$ cat src/rtl/keygate_ctrl.sv
module keygate_ctrl #(
  parameter int          KW        = 16,
  parameter int          WIN_TICKS = 5,
  parameter logic [15:0] SEAL_CODE = 16'h0030,
  parameter logic [15:0] UNS_A     = 16'h0414,
  parameter logic [15:0] UNS_B     = 16'h3672,
  parameter logic [15:0] FUL_A     = 16'hA5C3,
  parameter logic [15:0] FUL_B     = 16'h5A3C
) (
  input  logic          clk,
  input  logic          rst_n,
  input  logic          cmd_vld,
  input  logic          cmd_is_key,
  input  logic [KW-1:0] cmd_word,
  input  logic          tick_1s,
  input  logic          key_wr,
  input  logic [1:0]    key_sel,
  input  logic [KW-1:0] key_wdata,
  output logic [KW-1:0] key_rdata,
  output logic [1:0]    level,
  output logic          perm_diag_rd,
  output logic          perm_scratch_wr,
  output logic          perm_key_rw
);
  localparam int CW = $clog2(WIN_TICKS + 1);
  localparam logic [1:0] LV_SEALED = 2'b00;
  localparam logic [1:0] LV_UNSEAL = 2'b01;
  localparam logic [1:0] LV_FULL   = 2'b10;

  logic [3:0][KW-1:0] key_q;
  logic               pend;
  logic [CW-1:0]      win_cnt;

  wire is_full  = (level == LV_FULL);
  wire [KW-1:0] want_a = (level == LV_SEALED) ? key_q[0] : key_q[2];
  wire [KW-1:0] want_b = (level == LV_SEALED) ? key_q[1] : key_q[3];

  assign perm_key_rw     = is_full;
  assign perm_scratch_wr = is_full;
  assign perm_diag_rd    = (level != LV_SEALED);
  assign key_rdata       = is_full ? key_q[key_sel] : '0;

  always_ff @(posedge clk or negedge rst_n) begin
    if (!rst_n) begin
      key_q <= {FUL_B[KW-1:0], FUL_A[KW-1:0], UNS_B[KW-1:0], UNS_A[KW-1:0]};
    end else if (key_wr && is_full) begin
      key_q[key_sel] <= key_wdata;
    end
  end

  always_ff @(posedge clk or negedge rst_n) begin
    if (!rst_n) begin
      level   <= LV_SEALED;
      pend    <= 1'b0;
      win_cnt <= '0;
    end else if (cmd_vld) begin
      pend    <= 1'b0;
      win_cnt <= '0;
      if (!cmd_is_key) begin
        if (cmd_word == SEAL_CODE[KW-1:0]) level <= LV_SEALED;
      end else if (!is_full) begin
        if (pend) begin
          if (cmd_word == want_b)
            level <= (level == LV_SEALED) ? LV_UNSEAL : LV_FULL;
        end else if (cmd_word == want_a) begin
          pend <= 1'b1;
        end
      end
    end else if (tick_1s && pend) begin
      if (win_cnt == CW'(WIN_TICKS - 1)) begin
        pend    <= 1'b0;
        win_cnt <= '0;
      end else begin
        win_cnt <= win_cnt + 1'b1;
      end
    end
  end
endmodule


$ cat config.mk
export PLATFORM = sky130hd
export DESIGN_NAME = keygate_ctrl
export DESIGN_NICKNAME = d
export VERILOG_FILES = /design/src/rtl/keygate_ctrl.sv
export SDC_FILE = /design/constraint.sdc
export NUM_CORES = 1
export LEC_CHECK = 0
export CAP_MARGIN = 25
export CORE_MARGIN = 10
export CORE_UTILIZATION = 35
export CTS_BUF_LIST = sky130_fd_sc_hd__clkbuf_4
export CTS_CLUSTER_SIZE = 24
export DETAILED_ROUTE_END_ITERATION = 8
export PLACE_DENSITY = 0.53
export SLEW_MARGIN = 30
export SYNTH_ARGS = -nofsm -noshare
export SYNTH_HDL_FRONTEND = slang
export SYNTH_SLANG_ARGS = --single-unit
$ cat constraint.sdc
create_clock -name clk -period 2.2 [get_ports clk]
set_input_delay 0.22 -clock clk [delete_from_list [all_inputs] [get_ports clk]]
set_output_delay 0.22 -clock clk [all_outputs]
set_load 0.01 [all_outputs]
==> results of run 1 <==
## final timing paths
check / from / end / depth (start not counted)
setup / recovery: level[0] / pend / 10
hold / removal: rst_n / key_q[5] / 3
hold reg to reg: key_q[13] / key_q[13] / 1
max in group asynchronous: rst_n / key_q[4] / 3
min in group clk: key_wdata[1] / key_q[17] / 3
setup reg to reg: level[0] / pend / 10
## layer usage
layer / vias up / GRT usage / wire [µm]
met5: - / 0 / 0
met4: 0 / 0.0510 / 140
met3: 11 / 0.0304 / 532
met2: 62 / 0.242 / 5760
met1: 1551 / 0.191 / 5310
li1: 1413 / - / -
## cell type report
class                           count  share of cell area
Clock buffer                       12              0.0169
Clock inverter                      4             0.00305
Inverter                           12             0.00892
Multi-Input combinational cell    235               0.425
Sequential cell                    70               0.335
Tap cell                          143              0.0336
Timing Repair Buffer               98               0.178
## placed cells by master, fill, tap and decap left out, drive strengths merged, types with 2 or more instances in the layout
master and count:
mux2i 19, buf 37, mux4 16, or2b 2
nor2b 4, inv 12, xor2 9, o21bai 2
nand2b 5, nand4 4, dlygate4sd2 16, a22oi 2
o21ai 5, nor2 10, o2111ai 4, nand3b 2
xnor2 19, clkinv 4, mux2 62, nand2 9
ha 2, clkbuf 12, a32oi 2, nand3 4
nor4 3, nor3 7, o22ai 3, or2 2
a2111oi 2, dfstp 27, and2 18, a21oi 5
dfrtp 43, clkdlybuf4s50 42
## worst max-delay path, cell delays in order (launching register included)
cell	delay [ns]
dfrtp_1	0.39
buf_4	0.14
nor2_4	0.15
inv_4	0.08
buf_12	0.14
mux2i_2	0.20
xnor2_1	0.12
nor4_2	0.30
buf_4	0.17
nand3_1	0.10
o31ai_2	0.25
## registers in the layout, summed over array words and instances (netlist names)
signal and cells:
win_cnt 3, pend 1, level 2, key_q 64
## what timing repair did
action	in CTS	in global routing
resized for setup	24	12
cloned	2	0
endpoints found under the hold margin	43	0
endpoints found under the setup margin	18	5
pin swaps	0	4
hold buffers	1	0
setup buffers	2	1
## through the flow
stage          TNS [ns]  setup slack (ns)  hold WS (ns)  instances  power, mW
2_1_floorplan         0             0.357       -0.0756        333       1.40
3_3_place_gp      -2.36            -0.157         0.274        552       1.58
3_5_place_dp      -2.18            -0.149         0.278        552       1.58
6_report              0            0.0863         0.341        574       2.26
4_1_cts               0            0.0338         0.337        573       2.30
5_1_grt        -0.00175          -0.00175         0.377        574       2.37
## power by group through the flow
stage	Clock (mW)	Sequential, mW	Combinational (mW)
3_5_place_dp	0	1.31	0.271
4_1_cts	0.726	1.29	0.284
2_1_floorplan	0	1.31	0.0857
5_1_grt	0.772	1.29	0.309
6_report	0.689	1.29	0.285
3_3_place_gp	0	1.31	0.270
## kinds of logic after synthesis
family                     Yosys count  share of synthesized area
muxes                               97                      0.303
and+or+nand+nor                     74                      0.104
AOI/OAI and AO/OA                   34                     0.0614
DFF                                 70                      0.433
xor gates and xnor gates            28                     0.0595
buffers and inverters               28                     0.0328
adders and majority gates            2                    0.00607
==> out/qor.csv, run 1 <==
metric;value;unit
slew_viol_final;0;
cp-end-kind;flop;
power_switching_share;0.252;
clk_pin_slew;0.11;ns
ys_seq_area_frac;0.433;
final.period_utilization;0.961;
max-vdd-ir-drop;0.252;mV
cts_tree;yes;
wl_per_cell;20.5;µm
slew_headroom;0.720;
cp-start-kind;flop;
grt_max_degree;71;
clockBufferDepth;2;
worstPathArrival;2.46;ns
fp.dieW;128;µm
gr-total-overflow;0;
skew;0.0167;ns
hold_viol_final;0;
multi_input_comb_area;2260;µm²
initial_core_util;0.359;
cts-root-buf;clkbuf_4;
maxCapViolCount;0;
via_per_inst;5.29;
p_int;1.69;mW
outcome;finished clean;
grt_pass1_wl;19000;µm
core_region_area;11500;µm²
fin_crit;2.11;ns
yosysMostFrequentCell;mux2_2;
grt_pass1_vias;3378;
p_per_area;424;nW/µm²
area_delta_synth_final;29.5;%
syn-mean-instance-area;12.4;µm²
ys_top_cells_by_count;mux2_2, dfrtp_1, dfstp_2;
firstDrtPassIters;5;
worst_pin_slew;0.416;ns
crit_type;reg -> reg;
place.detailed.hpwl;8600;µm
die_y;128;µm
fill_cells;1108;
setup_violations;0;
syn-cell-area;4120;µm²
synthDistinctLibCells;50;
seq_area;1790;µm²
ys_seq_elements;70;
insertion_delay;0.42;ns
fp-row-count;39;
r2r_setup_slack;0.09;ns
drc;0;
power_frac_clock;0.304;
drt-total-wl;11700;µm
ys.flop_type;dfrtp_1;
netSwitchingPower;0.569;mW
cp_max_fo;6;
power_frac_seq;0.570;
numClockSinks;70;
drtIter0Drc;162;
portBuffers;60;
diodes;0;
synth-edff-count;0;
yosysTopAreaCell;dfrtp_1;
drive_above_1_share;0.406;
min_path_type;in -> async;
dpl-instance-area;5100;µm²
max_freq;0.473;GHz
comb_power_share;0.126;
grt_use_total;0.148;
required;2.54;ns
synth_top_area_share;0.261;
synth_area_leaders;dfrtp_1, dfstp_2, mux2_2;
place_congestion;0.810;
antenna_found_initial;0;
yosys_warnings;0;
cts_made_buffers;9;
synth_nets;375;
final_area;5330;µm²
route.vias.total;3037;
syn_inst;333;
async_flop_share;1.00;
io-pin-count;61;
cts.htree.levels;3;
layout.nets;468;
final_util;0.465;
p_leak;2.30;nW
dieArea;16500;µm²
postRouteAntennaNets;0;
(Power assumes the default switching activity.)
==> run 2, diff against run 1 <==
- CORE_UTILIZATION: 35 -> 25
- PLACE_DENSITY: 0.53 -> 0.4
- RECOVER_POWER: not set -> 25
- clock period: 2.2 -> 1.95 ns (I/O delays scaled with it)
==> out/qor.csv, run 2 (synthesized netlist as in run 1, its figures left out) <==
metric;value;unit;change
crit_chain;buf_6 > nor2_4 > inv_4 > buf_12 > a211oi_2 > o21bai_1 > a221o_1 > o41ai_2 > o21bai_1;;
place_congestion;0.748;;-7.6%
grt_pass1_wl;20600;µm;+8.5%
min_path_type;in -> reg;;
skew;0.0162;ns;-0.000541 ns
postRouteAntennaNets;0;;unchanged
cts_made_buffers;9;;unchanged
numClockSinks;70;;unchanged
p_per_area;476;nW/µm²;+12%
required;2.34;ns;-0.20 ns
final_util;0.362;;-0.103
grt_pass1_vias;3377;;-0.030%
p_leak;2.45;nW;+6.3%
maxCapViolCount;1;;+1
cpMostUsedCell;o21bai_1;;
drt-total-wl;13600;µm;+16%
fin_crit;2.07;ns;-0.0464 ns
antenna_found_initial;1;;+1
layout.nets;489;;+4.5%
netSwitchingPower;0.746;mW;+31%
dp_cells;629;;+14%
hold_viol_final;0;;unchanged
max_freq;0.484;GHz;+2.2%
slowest_delay;0.42;ns;+0.03 ns
slew_viol_final;71;;+71
final_cell_mix;mux2_2, dfrtp_1, clkdlybuf4s50_1, buf_4, dfstp_2;;
cp_top_family;compound AO/OA/AOI/OAI gates;;
clockBufferDepth;2;;unchanged
crit_type;reg -> reg;;
critical_path.slowest_cell;dfrtp_1;;
max-vdd-ir-drop;0.324;mV;+29%
route.vias.total;3111;;+2.4%
cp_max_fo;6;;unchanged
fp-row-count;46;;+18%
violations;capacitance limit, slew limit, setup timing;;
insertion_delay;0.47;ns;+0.05 ns
drive_above_1_share;0.504;;+0.0984
fp.dieW;148;µm;+15%
cts-root-buf;clkbuf_4;;
reg.largest.list;key_q (64), win_cnt (3), level (2);;
dpl-instance-area;5270;µm²;+3.4%
cp-end-kind;flop;;
drtIter0Drc;180;;+11%
gr-total-overflow;0;;unchanged
via_per_inst;4.65;;-12%
outcome;complete, but fails checks;;
rsz0062_at_grt;true;;
fill_cells;1620;;+46%
core_region_area;16000;µm²;+40%
place.detailed.hpwl;9550;µm;+11%
drc;0;;unchanged
worst_pin_slew;1.61;ns;+1.19 ns
die_y;148;µm;+15%
io-pin-count;61;;unchanged
final.period_utilization;1.06;;+0.0994
power_frac_clock;0.350;;+0.046
final_common_cell;mux2_2;;
largest_register_ffs;64;;unchanged
power_switching_share;0.271;;+0.0195
slew_headroom;-0.0709;;-0.791
final_area;5790;µm²;+8.6%
area_delta_synth_final;40.6;%;
cts.htree.levels;3;;unchanged
cts_tree;yes;;
initial_core_util;0.257;;-0.102
setup_violations;3;;+3
fin_ws;-0.117;ns;-0.204 ns
firstDrtPassIters;4;;-1
final_cells;669;;+17%
worstPathArrival;2.46;ns;about the same
cp-start-kind;flop;;
critPathBufInv;3;;-1
grt_max_degree;71;;unchanged
grt_use_total;0.125;;-0.0237
power_frac_seq;0.529;;-0.041
finalPower;2.75;mW;+22%
wl_per_cell;20.3;µm;-0.67%
comb_power_share;0.122;;-0.004
regMostFlops;key_q;;
p_int;2.01;mW;+19%
dieArea;22000;µm²;+33%
clk_pin_slew;0.11;ns;about the same
portBuffers;60;;unchanged
==> run 2: per-stage QoR <==
step | setup TNS, ns | setup slack [ns] | hold WS (ns)
after floorplan | 0 | 0.107 | -0.101
after global placement | -6.42 | -0.372 | 0.253
after detailed placement | -6.17 | -0.365 | 0.254
after CTS | -0.580 | -0.153 | 0.276
after global routing | -4.02 | -0.185 | 0.368
final | -0.259 | -0.117 | 0.364
==> run 2: final cells by class <==
cell class / instances / area [µm²] / area share
antenna: 1 / 2.50 / 0.000432
clock buffer: 9 / 67.6 / 0.0117
clock inverter: 7 / 65.1 / 0.0112
inverter: 12 / 47.5 / 0.00821
multi-input combinational: 235 / 2340 / 0.404
sequential: 70 / 1790 / 0.308
tap: 216 / 270 / 0.0467
timing repair buffer: 119 / 1210 / 0.210
==> run 2: power groups by stage <==
stage	logic [mW]	registers, mW	clock network, mW
after floorplan	0.0967	1.48	0
after global placement	0.323	1.48	0
after detailed placement	0.322	1.48	0
after CTS	0.339	1.46	1.00
after global routing	0.364	1.46	1.07
final	0.335	1.46	0.963
==> run 2: worst register-to-register path, delay by kind of cell (launching register included) <==
kind | cells | cell delay, ns
AND/OR/NAND/NOR | 1 | 0.15
buffers and inverters | 3 | 0.34
flip-flops | 1 | 0.42
AO/OA/AOI/OAI | 5 | 1.11
==> run 2: worst paths after layout <==
kind                         startpoint         to  slack, ns  cells after the start
setup / recovery               level[0]   level[0]      -0.12                      9
hold / removal             key_wdata[1]  key_q[17]       0.36                      3
setup reg to reg               level[0]   level[0]      -0.12                      9
hold reg to reg                key_q[8]   key_q[8]       0.55                      1
max in group asynchronous         rst_n       pend       0.22                      3
min in group asynchronous         rst_n  key_q[37]       0.78                      3
==> run 2: routing by layer <==
metal  GRT usage  wire [µm]  vias up
met1       0.159       6310     1586
li1            -          -     1459
met2       0.204       6700       55
met3      0.0215        367       11
met5           0          0        -
met4      0.0505        212        0
==> run 2: timing repair <==
action | 4_1_cts | 5_1_grt
endpoints found under the setup margin | 29 | 25
gates cloned | 2 | 2
buffers inserted | 16 | 3
resized for setup | 92 | 34
endpoints found under the hold margin | 43 | 0
pin swaps | 3 | 13
hold buffers | 1 | 0
